===== src/rtl/enigma_pkg.sv =====
package enigma_pkg;
  localparam int unsigned NUM_LETTERS = 26;
  localparam int unsigned LW          = 5;
  localparam int unsigned NUM_TYPES   = 5;
  localparam int unsigned NUM_ROTORS  = 3;
  localparam int unsigned TW          = 3;

  typedef logic [LW-1:0] letter_t;
  typedef logic [TW-1:0] rtype_t;

  localparam letter_t ROTOR_MAP [NUM_TYPES][NUM_LETTERS] = '{
    '{4,10,12,5,11,6,3,16,21,25,13,19,14,22,24,7,23,20,18,15,0,8,1,17,2,9},
    '{0,9,3,10,18,8,17,20,23,1,11,7,22,19,12,2,16,6,25,13,15,24,5,21,14,4},
    '{1,3,5,7,9,11,2,15,17,19,23,21,25,13,24,4,8,22,6,0,10,12,20,18,16,14},
    '{4,18,14,21,15,25,9,0,24,16,20,8,17,7,23,11,13,5,19,6,10,3,2,12,22,1},
    '{21,25,1,17,6,8,19,24,20,15,18,13,14,2,7,11,12,5,22,10,16,23,4,9,3,0}
  };

  localparam letter_t REFLECTOR [NUM_LETTERS] =
    '{24,17,20,7,16,18,11,3,15,23,13,6,14,10,12,8,4,1,5,25,2,22,21,9,0,19};

  localparam letter_t NOTCH_POS [NUM_TYPES] = '{16,4,21,9,25};

  function automatic letter_t fold26(input letter_t v);
    return (v >= LW'(NUM_LETTERS)) ? v - LW'(NUM_LETTERS) : v;
  endfunction

  function automatic letter_t add26(input letter_t a, input letter_t b);
    logic [LW:0] s;
    s = {1'b0, a} + {1'b0, b};
    if (s >= (LW+1)'(NUM_LETTERS)) s = s - (LW+1)'(NUM_LETTERS);
    return s[LW-1:0];
  endfunction

  function automatic letter_t sub26(input letter_t a, input letter_t b);
    return (a >= b) ? a - b : a + LW'(NUM_LETTERS) - b;
  endfunction

  function automatic rtype_t type_fold(input rtype_t c);
    return (c < TW'(NUM_TYPES)) ? c : '0;
  endfunction

  function automatic letter_t rotor_inv(input rtype_t t, input letter_t c);
    letter_t r;
    r = '0;
    for (int j = 0; j < NUM_LETTERS; j++)
      if (ROTOR_MAP[t][j] == c) r = LW'(j);
    return r;
  endfunction
endpackage


===== src/rtl/enigma_stepper.sv =====
module enigma_stepper import enigma_pkg::*; (
  input  logic    clk_i,
  input  logic    rst_ni,
  input  logic    step_i,
  input  logic    load_i,
  input  letter_t notch_i [NUM_ROTORS],
  input  letter_t start_i [NUM_ROTORS],
  output letter_t pos_o   [NUM_ROTORS]
);
  letter_t pos_q [NUM_ROTORS];
  logic [NUM_ROTORS-1:0] adv;

  // index 0 = right, 1 = middle, 2 = left
  always_comb begin
    adv[0] = 1'b1;
    adv[1] = (pos_q[0] == notch_i[0]) || (pos_q[1] == notch_i[1]);
    adv[2] = (pos_q[1] == notch_i[1]);
  end

  always_ff @(posedge clk_i or negedge rst_ni) begin
    if (!rst_ni) begin
      for (int i = 0; i < NUM_ROTORS; i++) pos_q[i] <= '0;
    end else if (load_i) begin
      for (int i = 0; i < NUM_ROTORS; i++) pos_q[i] <= start_i[i];
    end else if (step_i) begin
      for (int i = 0; i < NUM_ROTORS; i++)
        if (adv[i]) pos_q[i] <= add26(pos_q[i], LW'(1));
    end
  end

  assign pos_o = pos_q;

  assert_right_adv_R4: assert property (@(posedge clk_i) disable iff (!rst_ni)
    (step_i && !load_i && pos_q[0] != LW'(25)) |=> pos_q[0] == $past(pos_q[0]) + LW'(1));
  assert_wrap_R5: assert property (@(posedge clk_i) disable iff (!rst_ni)
    (step_i && !load_i && pos_q[0] == LW'(25)) |=> pos_q[0] == '0);
  assert_left_hold_R6: assert property (@(posedge clk_i) disable iff (!rst_ni)
    (step_i && !load_i && pos_q[1] != notch_i[1]) |=> pos_q[2] == $past(pos_q[2]));
  assert_double_step_R7: assert property (@(posedge clk_i) disable iff (!rst_ni)
    (step_i && !load_i && pos_q[1] == notch_i[1]) |=>
      (pos_q[1] != $past(pos_q[1])) && (pos_q[2] != $past(pos_q[2])));
  assert_load_R2: assert property (@(posedge clk_i) disable iff (!rst_ni)
    load_i |=> (pos_q[0] == $past(start_i[0])) && (pos_q[1] == $past(start_i[1]))
               && (pos_q[2] == $past(start_i[2])));
endmodule


===== src/rtl/enigma_rotor.sv =====
module enigma_rotor import enigma_pkg::*; #(
  parameter bit INVERSE = 1'b0
) (
  input  rtype_t  type_i,
  input  letter_t ring_i,
  input  letter_t pos_i,
  input  letter_t in_i,
  output letter_t out_o
);
  letter_t off, idx, wired;

  assign off = sub26(pos_i, ring_i);
  assign idx = add26(in_i, off);

  if (INVERSE) begin : g_inv
    assign wired = rotor_inv(type_i, idx);
  end else begin : g_fwd
    assign wired = ROTOR_MAP[type_i][idx];
  end

  assign out_o = sub26(wired, off);
endmodule


===== src/rtl/enigma_core.sv =====
module enigma_core import enigma_pkg::*; (
  input  logic          clk_i,
  input  logic          rst_ni,
  input  logic          load_i,
  input  logic [TW-1:0] type_l_i,
  input  logic [TW-1:0] type_m_i,
  input  logic [TW-1:0] type_r_i,
  input  logic [LW-1:0] ring_l_i,
  input  logic [LW-1:0] ring_m_i,
  input  logic [LW-1:0] ring_r_i,
  input  logic [LW-1:0] start_l_i,
  input  logic [LW-1:0] start_m_i,
  input  logic [LW-1:0] start_r_i,
  input  logic          key_valid_i,
  input  logic [LW-1:0] key_i,
  output logic          cipher_valid_o,
  output logic [LW-1:0] cipher_o,
  output logic [LW-1:0] pos_l_o,
  output logic [LW-1:0] pos_m_o,
  output logic [LW-1:0] pos_r_o
);
  logic    accept, pend_q, valid_q;
  letter_t key_q, cipher_q;
  rtype_t  type_in [NUM_ROTORS];
  rtype_t  type_q  [NUM_ROTORS];
  letter_t ring_in [NUM_ROTORS];
  letter_t ring_q  [NUM_ROTORS];
  letter_t start_in[NUM_ROTORS];
  letter_t start_s [NUM_ROTORS];
  letter_t notch_s [NUM_ROTORS];
  letter_t pos     [NUM_ROTORS];
  letter_t fwd     [NUM_ROTORS+1];
  letter_t back    [NUM_ROTORS+1];

  assign type_in  = '{type_r_i, type_m_i, type_l_i};
  assign ring_in  = '{ring_r_i, ring_m_i, ring_l_i};
  assign start_in = '{start_r_i, start_m_i, start_l_i};

  // load beats key in the same cycle
  assign accept = key_valid_i && !load_i;

  always_ff @(posedge clk_i or negedge rst_ni) begin
    if (!rst_ni) begin
      type_q[0] <= TW'(2);
      type_q[1] <= TW'(1);
      type_q[2] <= '0;
      for (int i = 0; i < NUM_ROTORS; i++) ring_q[i] <= '0;
    end else if (load_i) begin
      for (int i = 0; i < NUM_ROTORS; i++) begin
        type_q[i] <= type_fold(type_in[i]);
        ring_q[i] <= fold26(ring_in[i]);
      end
    end
  end

  always_ff @(posedge clk_i or negedge rst_ni) begin
    if (!rst_ni) begin
      pend_q   <= 1'b0;
      key_q    <= '0;
      valid_q  <= 1'b0;
      cipher_q <= '0;
    end else begin
      pend_q  <= accept;
      valid_q <= pend_q;
      if (accept) key_q <= fold26(key_i);
      if (pend_q) cipher_q <= back[0];
    end
  end

  enigma_stepper u_stepper (
    .clk_i   (clk_i),
    .rst_ni  (rst_ni),
    .step_i  (accept),
    .load_i  (load_i),
    .notch_i (notch_s),
    .start_i (start_s),
    .pos_o   (pos)
  );

  assign fwd[0] = key_q;
  assign back[NUM_ROTORS] = REFLECTOR[fwd[NUM_ROTORS]];

  for (genvar g = 0; g < NUM_ROTORS; g++) begin : g_slot
    assign start_s[g] = fold26(start_in[g]);
    assign notch_s[g] = NOTCH_POS[type_q[g]];

    enigma_rotor #(.INVERSE(1'b0)) u_fwd (
      .type_i (type_q[g]),
      .ring_i (ring_q[g]),
      .pos_i  (pos[g]),
      .in_i   (fwd[g]),
      .out_o  (fwd[g+1])
    );

    enigma_rotor #(.INVERSE(1'b1)) u_inv (
      .type_i (type_q[g]),
      .ring_i (ring_q[g]),
      .pos_i  (pos[g]),
      .in_i   (back[g+1]),
      .out_o  (back[g])
    );
  end

  assign cipher_valid_o = valid_q;
  assign cipher_o       = cipher_q;
  assign pos_r_o        = pos[0];
  assign pos_m_o        = pos[1];
  assign pos_l_o        = pos[2];

  assert_latency_R9: assert property (@(posedge clk_i) disable iff (!rst_ni)
    accept |=> ##1 cipher_valid_o);
  assert_load_drop_R3: assert property (@(posedge clk_i) disable iff (!rst_ni)
    load_i |=> ##1 !cipher_valid_o);
  assert_no_self_R10: assert property (@(posedge clk_i) disable iff (!rst_ni)
    cipher_valid_o |-> cipher_o != $past(key_q));
  assert_pos_range_R5: assert property (@(posedge clk_i) disable iff (!rst_ni)
    (pos_l_o < LW'(NUM_LETTERS)) && (pos_m_o < LW'(NUM_LETTERS)) && (pos_r_o < LW'(NUM_LETTERS)));
endmodule


===== config.mk =====
export PLATFORM = sky130hd
export DESIGN_NAME = enigma_core
export DESIGN_NICKNAME = d
export VERILOG_FILES = /design/src/rtl/enigma_pkg.sv /design/src/rtl/enigma_stepper.sv /design/src/rtl/enigma_rotor.sv /design/src/rtl/enigma_core.sv
export SDC_FILE = /design/constraint.sdc
export NUM_CORES = 1
export LEC_CHECK = 0
export ABC_AREA = 1
export BUFFER_PORTS_ARGS = -buffer_cell sky130_fd_sc_hd__clkbuf_2
export CAP_MARGIN = 20
export CORE_MARGIN = 2
export CORE_UTILIZATION = 50
export DETAILED_ROUTE_END_ITERATION = 6
export PLACE_DENSITY = 0.7
export SETUP_SLACK_MARGIN = 0.02
export SYNTH_ARGS = -nofsm -noshare
export SYNTH_HDL_FRONTEND = slang
export SYNTH_SLANG_ARGS = --single-unit
export TNS_END_PERCENT = 30

===== constraint.sdc =====
create_clock -name clk_i -period 26.6 [get_ports clk_i]
set_clock_uncertainty 0.1 [all_clocks]
set_input_delay 2.66 -clock clk_i [delete_from_list [all_inputs] [get_ports clk_i]]
set_output_delay 2.66 -clock clk_i [all_outputs]
set_load 0.1 [all_outputs]

# Yosys cells after proc, flatten, opt, wreduce, memory -nomap -nowiden
# Memory sizes are Yosys's and may differ from the RTL's.
# Cells that the tools add are included.
[op_classes] reduce_logical=8 n_eq_ne=77 n_bitwise=7 n_mux=128 magnitude_cmp=35 addsub=52
[op_table] operator="2-to-1 mux 130 bit" n=6
[op_table] operator="== test 5 bit" n=77
[op_table] operator="2-to-1 mux 5 bit" n=69
[op_table] operator="2-to-1 mux 4 bit" n=24
[op_table] operator="subtractor 5 bit" n=18
[op_table] operator="subtractor 5 bit (second input constant)" n=16
[op_table] operator="binary-select mux 5 bit (select 5 bit)" n=3
[op_table] operator=">= comparator 6 x 5 -> 1 bit (second input constant)" n=9
[op_table] operator="adder 5 bit (second input constant)" n=9
[op_table] operator=">= comparator 5 bit" n=9
[op_table] operator="2-to-1 mux 3 bit" n=15
[op_table] operator="adder 5 x 5 -> 6 bit" n=6
[op_table] operator=">= comparator 5 bit (second input constant)" n=7
[op_table] operator="2-to-1 mux 15 bit" n=2
[op_table] operator=">= comparator 6 bit (second input constant)" n=4
[op_table] operator="NOT 5 -> 6 bit" n=4
[op_table] operator="adder 5 x 1 -> 6 bit (second input constant)" n=3
[op_table] operator=">= comparator 4 bit (second input constant)" n=3
[op_table] operator="2-to-1 mux 2 bit" n=6
[op_table] operator="NOT 3 -> 4 bit" n=3
[op_table] operator="< comparator 3 bit (second input constant)" n=3
[op_table] operator="nonzero test 2 bit" n=3
[op_table] operator="AND reduction 2 bit" n=2
[op_table] operator="2-to-1 mux 1 bit" n=3
[op_table] operator="3 further kinds" n=3
[word_totals] ff_bits=51 n_memories=6 input_bits=48 output_inout_bits=21 mem_bits_ro=3360 word_cells=326
[memory_table] name="(name not given)" depth=8 word_bits=130 read_ports=1 rd_clocked_by_memory_dff=0 write_ports=0 line_no="enigma_pkg.sv:47" text="if (ROTOR_MAP[t][j] == c) r = LW'(j);"
[memory_table] name="(name not given)" depth=8 word_bits=130 read_ports=1 rd_clocked_by_memory_dff=0 write_ports=0 line_no="enigma_pkg.sv:47"
[memory_table] name="(name not given)" depth=8 word_bits=130 read_ports=1 rd_clocked_by_memory_dff=0 write_ports=0 line_no="enigma_pkg.sv:47"
[memory_table] name="(name not given)" depth=32 word_bits=5 read_ports=1 rd_clocked_by_memory_dff=0 write_ports=0 line_no="enigma_core.sv:81" text="assign back[NUM_ROTORS] = REFLECTOR[fwd[NUM_ROTORS]];"
[memory_table] name="(name not given)" depth=8 word_bits=5 read_ports=1 rd_clocked_by_memory_dff=0 write_ports=0 line_no="enigma_core.sv:85" text="assign notch_s[g] = NOTCH_POS[type_q[g]];"
[memory_table] name="(name not given)" depth=8 word_bits=5 read_ports=1 rd_clocked_by_memory_dff=0 write_ports=0 line_no="enigma_core.sv:85"

# Logic depth before layout (Yosys ltp)
# Gate-level depths: netlist of run 1.
[depth] word_depth=133 depth_mapped=248 depth_no_buf=246

# By module
# Synthesis of run 1 repeated with hierarchy kept, for this count alone.
[hier_totals] cells_unflattened=3344 hier_area_um2=19859.0
[modules_own_cells] module="enigma_rotor (g_slot[1].u_inv)" cells_each=497 area_each_um2=2879.0 n_inst=1 seq_area_each_um2=0.0
[modules_own_cells] module="enigma_rotor (g_slot[2].u_inv)" cells_each=477 area_each_um2=2775.2 n_inst=1 seq_area_each_um2=0.0
[modules_own_cells] module="enigma_rotor (g_slot[0].u_inv)" cells_each=471 area_each_um2=2760.1 n_inst=1 seq_area_each_um2=0.0
[modules_own_cells] module="enigma_rotor (g_slot[1].u_fwd)" cells_each=446 area_each_um2=2538.7 n_inst=1 seq_area_each_um2=0.0
[modules_own_cells] module="enigma_core" cells_each=340 area_each_um2=2536.2 n_inst=1 seq_area_each_um2=903.4
[modules_own_cells] module="enigma_rotor (g_slot[0].u_fwd)" cells_each=438 area_each_um2=2497.4 n_inst=1 seq_area_each_um2=0.0
[modules_own_cells] module="enigma_rotor (g_slot[2].u_fwd)" cells_each=451 area_each_um2=2469.9 n_inst=1 seq_area_each_um2=0.0
[modules_own_cells] module="enigma_stepper" cells_each=224 area_each_um2=1402.6 n_inst=1 seq_area_each_um2=375.4

# Worst setup path before layout of run 1
# Ideal clock, no wire load.
[synth_timing] path_type="register -> register" start="reg u_stepper.pos_q, in the netlist u_stepper.pos_o[11]" end="reg cipher_q[4] (netlist: cipher_o[4])" setup_slack_ns=-0.622 required_ns=26.377 setup_ns=0.123 period_less_slack_ns=27.222 path_buffers=3 arrival_time_ns=26.999 stages_incl_launch_ff=205 cell_sequence="dfrtp_1 -> inv_1 -> ha_1 -> a21oi_1 -> o21ai_0 -> a211oi_1 -> o21bai_1 -> xor2_1 -> inv_1 -> fa_1 -> o21ai_0 -> xnor2_1 -> o21ai_1 -> or2_2 -> nand2_1 -> nor2_1 -> inv_1 -> nor2_1 -> [... 169 more ...] -> nand2_1 -> nand2_1 -> nand2_1 -> nand2_1 -> nand2_1 -> nand2_1 -> nand2_1 -> nand2_1 -> nand2_1 -> nand2_1 -> a21oi_2 -> ha_1 -> fa_1 -> nor3_1 -> nor2_1 -> xnor2_1 -> o21ai_0 -> nand2_1"
[synth_via] elab_chain_len=133 word_cells_on_any_way=225 classes_between="add/sub (33); order compare (13); eq/ne (75); mux (99); bitwise (4); memory (1)"
[synth_rtl] element="start, declared" line_no="enigma_stepper.sv:10" text="letter_t pos_q [NUM_ROTORS];"
[synth_rtl] element="start signal, assigned by index" line_no="enigma_stepper.sv:27" text="if (adv[i]) pos_q[i] <= add26(pos_q[i], LW'(1));"
[synth_rtl] element="adder 5 bit" line_no="enigma_pkg.sv:36" text="return (a >= b) ? a - b : a + LW'(NUM_LETTERS) - b;"
[synth_rtl] element="subtractor 5 bit" line_no="enigma_pkg.sv:36"
[synth_rtl] element="2-to-1 mux 5 bit (*)" line_no="enigma_pkg.sv:36"
[synth_rtl] element="adder 5 x 5 -> 6 bit" line_no="enigma_pkg.sv:30" text="s = {1'b0, a} + {1'b0, b};"
[synth_rtl] element="subtractor 5 bit / >= comparator 6 x 5 -> 1 bit (equally long branches)" line_no="enigma_pkg.sv:31" text="if (s >= (LW+1)'(NUM_LETTERS)) s = s - (LW+1)'(NUM_LETTERS);"
[synth_rtl] element="2-to-1 mux 5 bit" line_no="enigma_pkg.sv:31"
[synth_rtl] element="NOT 5 -> 6 bit (not written as such)" line_no="enigma_rotor.sv:18" text="assign wired = ROTOR_MAP[type_i][idx];"
[synth_rtl] element="binary-select mux 5 bit (select 5 bit)" line_no="enigma_rotor.sv:18"
[synth_rtl] element="[... 97 more ...]"
[synth_rtl] element="2-to-1 mux 1 bit" line_no="enigma_pkg.sv:47"
[synth_rtl] element="2-to-1 mux 2 bit (2 in series)" line_no="enigma_pkg.sv:47"
[synth_rtl] element="2-to-1 mux 3 bit (4 in series)" line_no="enigma_pkg.sv:47"
[synth_rtl] element="2-to-1 mux 4 bit (8 in series)" line_no="enigma_pkg.sv:47"
[synth_rtl] element="2-to-1 mux 5 bit (10 in series)" line_no="enigma_pkg.sv:47"
[synth_rtl] element="adder 5 bit" line_no="enigma_pkg.sv:36"
[synth_rtl] element="subtractor 5 bit" line_no="enigma_pkg.sv:36"
[synth_rtl] element="2-to-1 mux 5 bit (*)" line_no="enigma_pkg.sv:36"
[synth_rtl] element="end signal, assigned" line_no="enigma_core.sv:66" text="if (pend_q) cipher_q <= back[0];"
[synth_rtl] element="end, declared" line_no="enigma_core.sv:23" text="letter_t key_q, cipher_q;"
# Mark *: on every way between the ends. The rest lies on a longest branch, timed or not. The select of a mux whose other input is x is not followed.
# A chain may end at the register's enable or synchronous reset.

# Final worst setup path of run 1
[layout_timing] start="reg u_stepper.pos_q, in the netlist u_stepper.pos_o[11]" end="reg cipher_q[3] (netlist: cipher_o[3])"
# Same word-level chain as after synthesis.

==> Implementation_results.wiki, run 1 <==
{| class="wikitable"
! Metric !! Value
|-
| Result of the run || complete, no violations
|-
| Post-route clock period utilization || 0.989
|-
| Layout-stage area growth over the synthesis result || 40.7%
|-
| Starting density of the core || 0.505
|-
| Slew margin rel. || 0.212
|-
| Top Ports || 69
|-
| Transition at the pin with the smallest max-transition slack || 1.17 ns
|-
| TritonRoute pass-1 iters || 7
|-
| Number of remaining DRC errors || 0
|-
| Share of synthesized flip-flops with an asynchronous set or reset || 1.00
|-
| Number of CTS-inserted buffers || 5
|-
| Main flop type after synthesis || sky130_fd_sc_hd__dfrtp_1
|-
| Number of synthesized register bits || 51
|-
| Nets in the synthesized netlist || 2777
|-
| Hold WC Path Type || reg2reg
|-
| Count of final max-slew check failures || 0
|-
| Clock tree root driver cell || sky130_fd_sc_hd__clkbuf_16
|-
| Final weighted congestion in routability-driven placement || 1.03
|-
| Synth cell types || 68
|-
| Top cell type's share of synthesized area || 0.140
|-
| Cell count after synthesis || 2525
|-
| Count of H-tree levels built during CTS || 2
|-
| Final TNS setup || 0 ns
|-
| Clock-pin slew on the worst setup and hold paths || 0.08 ns
|-
| Category of the worst setup path capture point || register
|-
| Grt ovf || 0
|-
| Row Count || 64
|-
| # setup viols final || 0
|-
| Die Y-Extent || 180 µm
|-
| Data arrival at the endpoint of the critical path || 26.44 ns
|-
| Fill cell total of the finished layout || 2521
|-
| Yosys warns || 0
|-
| Vias/cell || 5.81
|-
| Slowest cell on the critical path || sky130_fd_sc_hd__dfrtp_4
|-
| Number of antenna violations at the first check in global routing || 0
|-
| Horiz. Die Dim || 180 µm
|-
| Vias in the first global route || 18.2k
|-
| Top achievable clock speed || 38.0 MHz
|-
| Clock insertion delay at the later pin of the skew report || 0.31 ns
|-
| Most numerous cell on the critical path || sky130_fd_sc_hd__nand2_1
|-
| Final period demand of the worst path || 26.30 ns
|-
| Crit Path Max Fanout || 8
|-
| Kind of critical path || reg2reg
|-
| Number of buffers inserted by hold repair at cts || 0
|-
| Core region area || 30500 µm²
|-
| Max capacitance violation total || 0
|-
| Number of buffers on the longest clock path || 2
|-
| Number of sinks driven by the clock tree || 51
|-
| Maximum single-stage delay on the critical path || 0.50 ns
|-
| Post-Route WL || 60.9 mm
|-
| Unrepaired setup endpoints after global routing || yes
|-
| Mapped cell area || 15400 µm²
|-
| Final layout net count || 3259
|-
| Iteration-0 DRC Markers || 2031
|-
| Diodes inserted || 0
|-
| CTS tree || built
|-
| Count of input and output buffers || 68
|-
| Total via count after detailed routing || 19.8k
|-
| GRT Overall Usage || 0.341
|-
| Post-route ant nets || 0
|-
| Register area share after synthesis || 0.0829
|-
| Maximum number of pins on one net before global-route repair || 58
|-
| Average routed wire per standard cell || 17.9 µm
|-
| Post-DP HPWL || 45.5 mm
|-
| Layout cell share with drive strength beyond 1 || 0.301
|-
| DIE AREA || 32300 µm²
|-
| Sort of element at the start of the critical path || register
|-
| Required time reported for the critical path endpoint || 26.74 ns
|-
| Cell type with the highest aggregate area in the netlist || sky130_fd_sc_hd__ha_1
|-
| Synth area leaders || sky130_fd_sc_hd__ha_1, sky130_fd_sc_hd__nand2_1, sky130_fd_sc_hd__inv_1, sky130_fd_sc_hd__xor2_1, sky130_fd_sc_hd__dfrtp_1
|-
| Wire length of the first global-routing pass || 92.0 mm
|-
| Avg Inst Size Synth || 6.11 µm²
|-
| Count of flip-flops with a built-in enable after synthesis || 0
|-
| Hold Fails Final Rpt || 0
|}
final timing paths:
kind / start / end / slack [ns] / depth (start not counted)
max: u_stepper.pos_o[11] / cipher_o[3] / 0.30 / 199
min: pend_q / cipher_valid_o / 0.38 / 0
max reg2reg: u_stepper.pos_o[11] / cipher_o[3] / 0.30 / 199
min reg2reg: pend_q / cipher_valid_o / 0.38 / 0
max in group asynchronous: rst_ni / u_stepper.pos_o[11] / 23.47 / 2
min in group asynchronous: rst_ni / ring_q[10] / 2.39 / 2
metrics by stage:
step | setup WS [ns] | hold slack (ns) | cell area [µm²] | instances | utilization
after CTS | 0.0357 | 0.380 | 19500 | 3326 | 0.640
after detailed placement | -1.06 | 0.358 | 19000 | 3311 | 0.622
after floorplan | 0.0408 | 0.314 | 15400 | 2525 | -
final | 0.299 | 0.382 | 21700 | 3404 | 0.711
after global routing | -1.66 | 0.397 | 21700 | 3404 | 0.711
after global placement | -0.252 | 0.361 | 19000 | 3311 | 0.622
area by class of cell:
class,instances,area (µm²),area share
repair inverters,1,5.00,0.000231
inverters,410,1580,0.0729
repair buffers,541,4170,0.192
multi-input cells,1997,14000,0.646
flip-flops and latches,51,1290,0.0593
clock inverters,2,13.8,0.000634
well taps,396,495,0.0228
clock buffers,6,139,0.00640
registers in the layout (all words and copies together) (netlist names):
name and flops:
ring_q 15, u_stepper.pos_o 15, type_q 9, cipher_o 5, key_q 5, cipher_valid_o 1
pend_q 1
timing repair:
| action | in CTS | in global routing |
|---|---|---|
| resized for setup | 75 | 389 |
| cloned | 1 | 6 |
| endpoints found under the setup margin | 5 | 5 |
| setup buffers | 6 | 73 |
| pin swaps | 15 | 212 |
per-layer routing:
metal | part of all wire | GRT usage
met5 | 0 | 0
met4 | 0.040 | 0.114
met3 | 0.083 | 0.0476
met2 | 0.47 | 0.589
met1 | 0.40 | 0.437
synthesized netlist by cell type (all sizes together) (6+ instances only):
cell / n
nand3: 113
o221ai: 17
o211ai: 31
buf: 19
a211oi: 16
o31ai: 11
nor4: 10
nor2: 302
a311oi: 6
clkbuf: 50
dfrtp: 49
inv: 399
o22ai: 33
a31oi: 23
o21ai: 224
or2: 16
mux2i: 6
nand4: 35
ha: 172
o21a: 7
clkinv: 11
o311ai: 15
xnor2: 19
nor3: 47
o2111ai: 7
a21oi: 138
and2: 6
o21bai: 9
xor2: 159
fa: 32
nand2: 497
cell families after synthesis:
kind of cell,share of synthesized area
flops,0.0829
compound gates,0.222
buf+inv,0.120
fa+ha+maj,0.181
mux,0.00389
xor+xnor,0.104
simple gates,0.287
critical path, delay by kind of cell (launching register included):
kind,cells,cell delay (ns)
flip-flops,1,0.50
adder cells (fa/ha/maj),25,6.79
XOR/XNOR,7,1.36
AO/OA/AOI/OAI,44,6.90
buffers and inverters,39,3.75
AND/OR/NAND/NOR,84,6.81
cell usage in the layout (no fill, tap or decap), types with 27 or more instances in the layout:
master / instances
sky130_fd_sc_hd__nor3_1: 40
sky130_fd_sc_hd__nand4_1: 34
sky130_fd_sc_hd__xor2_1: 135
sky130_fd_sc_hd__inv_1: 358
sky130_fd_sc_hd__o21ai_0: 176
sky130_fd_sc_hd__buf_6: 30
sky130_fd_sc_hd__o211ai_1: 31
sky130_fd_sc_hd__inv_2: 31
sky130_fd_sc_hd__nand2_4: 28
sky130_fd_sc_hd__buf_4: 429
sky130_fd_sc_hd__nor2_1: 282
sky130_fd_sc_hd__o22ai_1: 30
sky130_fd_sc_hd__nand2_1: 427
sky130_fd_sc_hd__nand3_1: 92
sky130_fd_sc_hd__nand2_2: 40
sky130_fd_sc_hd__ha_1: 143
sky130_fd_sc_hd__a21oi_1: 107
sky130_fd_sc_hd__dfrtp_1: 45
sky130_fd_sc_hd__o21ai_1: 27
sky130_fd_sc_hd__clkbuf_2: 68
Power of run 1 is left out: the tool's default activity adds up to more than one toggle a clock period on the data nets, which glitch-free logic cannot reach.
==> run 2, diff against run 1 <==
Settings changed: ABC_AREA 1 to not set, PLACE_DENSITY 0.7 to 0.69.
==> run 2 against run 1 <==
Die area is 18% higher. Area after synthesis is 19% higher. Sequential share of layout area is 0.91 points lower. Cell area is 19% higher. Flip-flop and latch count stayed put. Routed wire length is 27% higher. The flow now finishes with violations (design-rule violations, negative setup slack).
==> Implementation_results.wiki, run 2 <==
{| class="wikitable"
! Metric !! Value
|-
| Transition at the pin with the smallest max-transition slack || 1.21 ns
|-
| Cell types with the highest counts after synthesis || sky130_fd_sc_hd__nand2_1, sky130_fd_sc_hd__nor2_1, sky130_fd_sc_hd__o21ai_0, sky130_fd_sc_hd__xnor2_1, sky130_fd_sc_hd__a21oi_1
|-
| TritonRoute pass-1 iters || 7
|-
| Post-Layout Cell Count || 3676
|-
| Iteration-0 DRC Markers || 2558
|-
| Slew margin rel. || 0.193
|-
| Post-Route WL || 77.5 mm
|-
| Starting density of the core || 0.504
|-
| Footprint of the flip-flops and latches || 1300 µm²
|-
| Max capacitance violation total || 0
|-
| Post-DP HPWL || 57.7 mm
|-
| Diodes inserted || 0
|-
| Detail Route met2 WL || 34.5 mm
|-
| Routed metal-1 wirelength || 31.6 mm
|-
| Slack of the worst reg-to-reg path || -1.34 ns
|-
| Hold Fails Final Rpt || 0
|-
| Number of buffers inserted by hold repair at cts || 0
|-
| Top achievable clock speed || 35.8 MHz
|-
| Required time reported for the critical path endpoint || 26.69 ns
|-
| Row Count || 70
|-
| Number of CTS-inserted buffers || 5
|-
| Most instantiated library cell after synthesis || sky130_fd_sc_hd__nand2_1
|-
| # setup viols final || 5
|-
| Total via count after detailed routing || 23.6k
|-
| Register area share after synthesis || 0.0699
|-
| Worst Hold End || key_q[4]
|-
| Share of the core filled with cells in the final layout || 0.710
|-
| Layout cell share with drive strength beyond 1 || 0.344
|-
| Setup slack of the critical path after layout || -1.34 ns
|-
| Count of final max-slew check failures || 0
|-
| Slowest cell on the critical path || sky130_fd_sc_hd__or4b_4
|-
| Main flop type after synthesis || sky130_fd_sc_hd__dfrtp_1
|-
| Horiz. Die Dim || 195 µm
|-
| Mapped cell area || 18300 µm²
|-
| Number of sinks driven by the clock tree || 51
|-
| Layout-stage area growth over the synthesis result || 41.1%
|-
| Synth cell types || 113
|-
| Clock insertion delay at the later pin of the skew report || 0.31 ns
|-
| Placed cell count || 3559
|-
| Count of H-tree levels built during CTS || 2
|-
| Hold Path Origin || key_q[4]
|-
| Count of input and output buffers || 68
|-
| Share of synthesized flip-flops with an asynchronous set or reset || 1.00
|-
| Result of the run || complete, but fails checks
|-
| Number of remaining DRC errors || 1
|-
| Avg Inst Size Synth || 7.00 µm²
|-
| Worst flop-to-flop path startpoint || u_stepper.pos_o[10]
|-
| Hold WC Path Type || reg2reg
|-
| Post-route clock period utilization || 1.05
|-
| Number of antenna violations at the first check in global routing || 0
|-
| Wire length of the first global-routing pass || 121 mm
|-
| Clock-pin slew on the worst setup and hold paths || 0.08 ns
|-
| Yosys warns || 0
|-
| Synth area leaders || sky130_fd_sc_hd__ha_1, sky130_fd_sc_hd__xnor2_1, sky130_fd_sc_hd__dfrtp_1, sky130_fd_sc_hd__o21ai_0, sky130_fd_sc_hd__a21oi_1
|-
| Post-route ant nets || 0
|-
| Number of synthesized register bits || 51
|-
| GRT Overall Usage || 0.389
|-
| Most numerous cell on the critical path || sky130_fd_sc_hd__buf_4
|-
| Violations in the final reports || design-rule violations, negative setup slack
|-
| Most frequent standard cell in the layout excluding fill and tap cells || sky130_fd_sc_hd__buf_4
|-
| Final period demand of the worst path || 27.94 ns
|-
| Highest metal layer with signal wires || met4
|-
| Maximum number of pins on one net before global-route repair || 69
|-
| Grt ovf || 0
|-
| Multi-input combinational cell area || 17300 µm²
|-
| Nets in the synthesized netlist || 2868
|-
| Core region area || 36300 µm²
|-
| Crit Path Max Fanout || 9
|-
| Cell count after synthesis || 2616
|-
| Worst R2R Path Depth || 148
|-
| Hold Path Cell Cnt || 2
|-
| Data arrival at the endpoint of the critical path || 28.02 ns
|-
| Count of flip-flops with a built-in enable after synthesis || 0
|-
| Endpoint of the worst-slack reg-to-reg timing path || cipher_o[4]
|-
| Sort of element at the start of the critical path || register
|-
| Vias in the first global route || 22.8k
|-
| Final layout net count || 3459
|-
| Kind of critical path || reg2reg
|-
| Maximum single-stage delay on the critical path || 0.50 ns
|-
| Final weighted congestion in routability-driven placement || 1.00
|-
| Average routed wire per standard cell || 21.1 µm
|-
| Cell type with the highest aggregate area in the netlist || sky130_fd_sc_hd__ha_1
|-
| Vias/cell || 6.43
|-
| Leading cell types in the layout, fill and taps excluded || sky130_fd_sc_hd__buf_4, sky130_fd_sc_hd__nand2_1, sky130_fd_sc_hd__nor2_1, sky130_fd_sc_hd__xnor2_1, sky130_fd_sc_hd__o21ai_0
|-
| Number of buffers on the longest clock path || 2
|-
| Wire length on met3 || 7.39 mm
|-
| Category of the worst setup path capture point || register
|-
| Top cell type's share of synthesized area || 0.118
|-
| Unrepaired setup endpoints after global routing || yes
|-
| CTS tree || built
|-
| DIE AREA || 38200 µm²
|-
| Top Ports || 69
|-
| Die Y-Extent || 195 µm
|-
| Post-route worst hold slack || 0.411 ns
|-
| Fill cell total of the finished layout || 2938
|-
| Clock tree root driver cell || sky130_fd_sc_hd__clkbuf_16
|}
run 2: metrics by stage:
step                      TNS (ns)  area (µm²)  setup slack (ns)
after floorplan                  0       18900            0.0214
after global placement       -5.87       23500             -1.37
after detailed placement     -9.87       23500             -2.19
after CTS                    -4.19       25100             -1.02
after global routing        -12.58       25800             -2.72
final                        -5.81       25800             -1.34
run 2: worst max-delay path: cells and delay by family (launching register included):
family | cells | cell delay [ns]
buf+inv | 20 | 2.57
fa+ha+maj | 15 | 4.15
xor+xnor | 11 | 1.99
compound gates | 68 | 11.88
simple gates | 30 | 5.56
mux | 4 | 0.99
flops | 1 | 0.48
run 2: how the worst max path moves through the flow:
| stage | start | endpoint | slack [ns] | depth (start not counted) |
|---|---|---|---|---|
| after global placement | u_stepper.pos_o[11] | cipher_o[3] | -1.37 | 139 |
| after global routing | u_stepper.pos_o[10] | cipher_o[4] | -2.72 | 154 |
| final | u_stepper.pos_o[10] | cipher_o[4] | -1.34 | 148 |
| after CTS | u_stepper.pos_o[10] | cipher_o[4] | -1.02 | 145 |
| after detailed placement | u_stepper.pos_o[11] | cipher_o[4] | -2.19 | 141 |
| after floorplan | u_stepper.pos_o[10] | cipher_o[3] | 0.02 | 145 |
run 2: layout make-up:
cell class | count | share of cell area
clock buffer | 6 | 0.00538
clock inverter | 2 | 0.00150
inverter | 170 | 0.0249
multi-input combinational | 2219 | 0.671
sequential | 51 | 0.0502
tap | 468 | 0.0227
timing repair buffer | 760 | 0.225
run 2: kinds of logic after synthesis:
| kind of cell | Yosys count | synth area share |
|---|---|---|
| AND/OR/NAND/NOR | 835 | 0.223 |
| flip-flops | 51 | 0.0699 |
| multiplexers | 66 | 0.0413 |
| adder cells (fa/ha/maj) | 205 | 0.153 |
| AO/OA/AOI/OAI | 879 | 0.325 |
| buffers and inverters | 349 | 0.0748 |
| XOR/XNOR | 231 | 0.113 |
run 2: repair_timing:
item	CTS	global route
endpoints found under the setup margin	5	5
resized for setup	147	129
setup buffers	82	23
gates cloned	4	0
pin swaps	118	104
hold endpoints to repair	0	0
run 2: per-layer routing:
metal / global-route usage / vias up
li1: - / 10800
met1: 0.505 / 11100
met2: 0.632 / 1357
met3: 0.0663 / 321
met4: 0.176 / 0
met5: 0 / -
Power of run 2 is left out for the same reason.
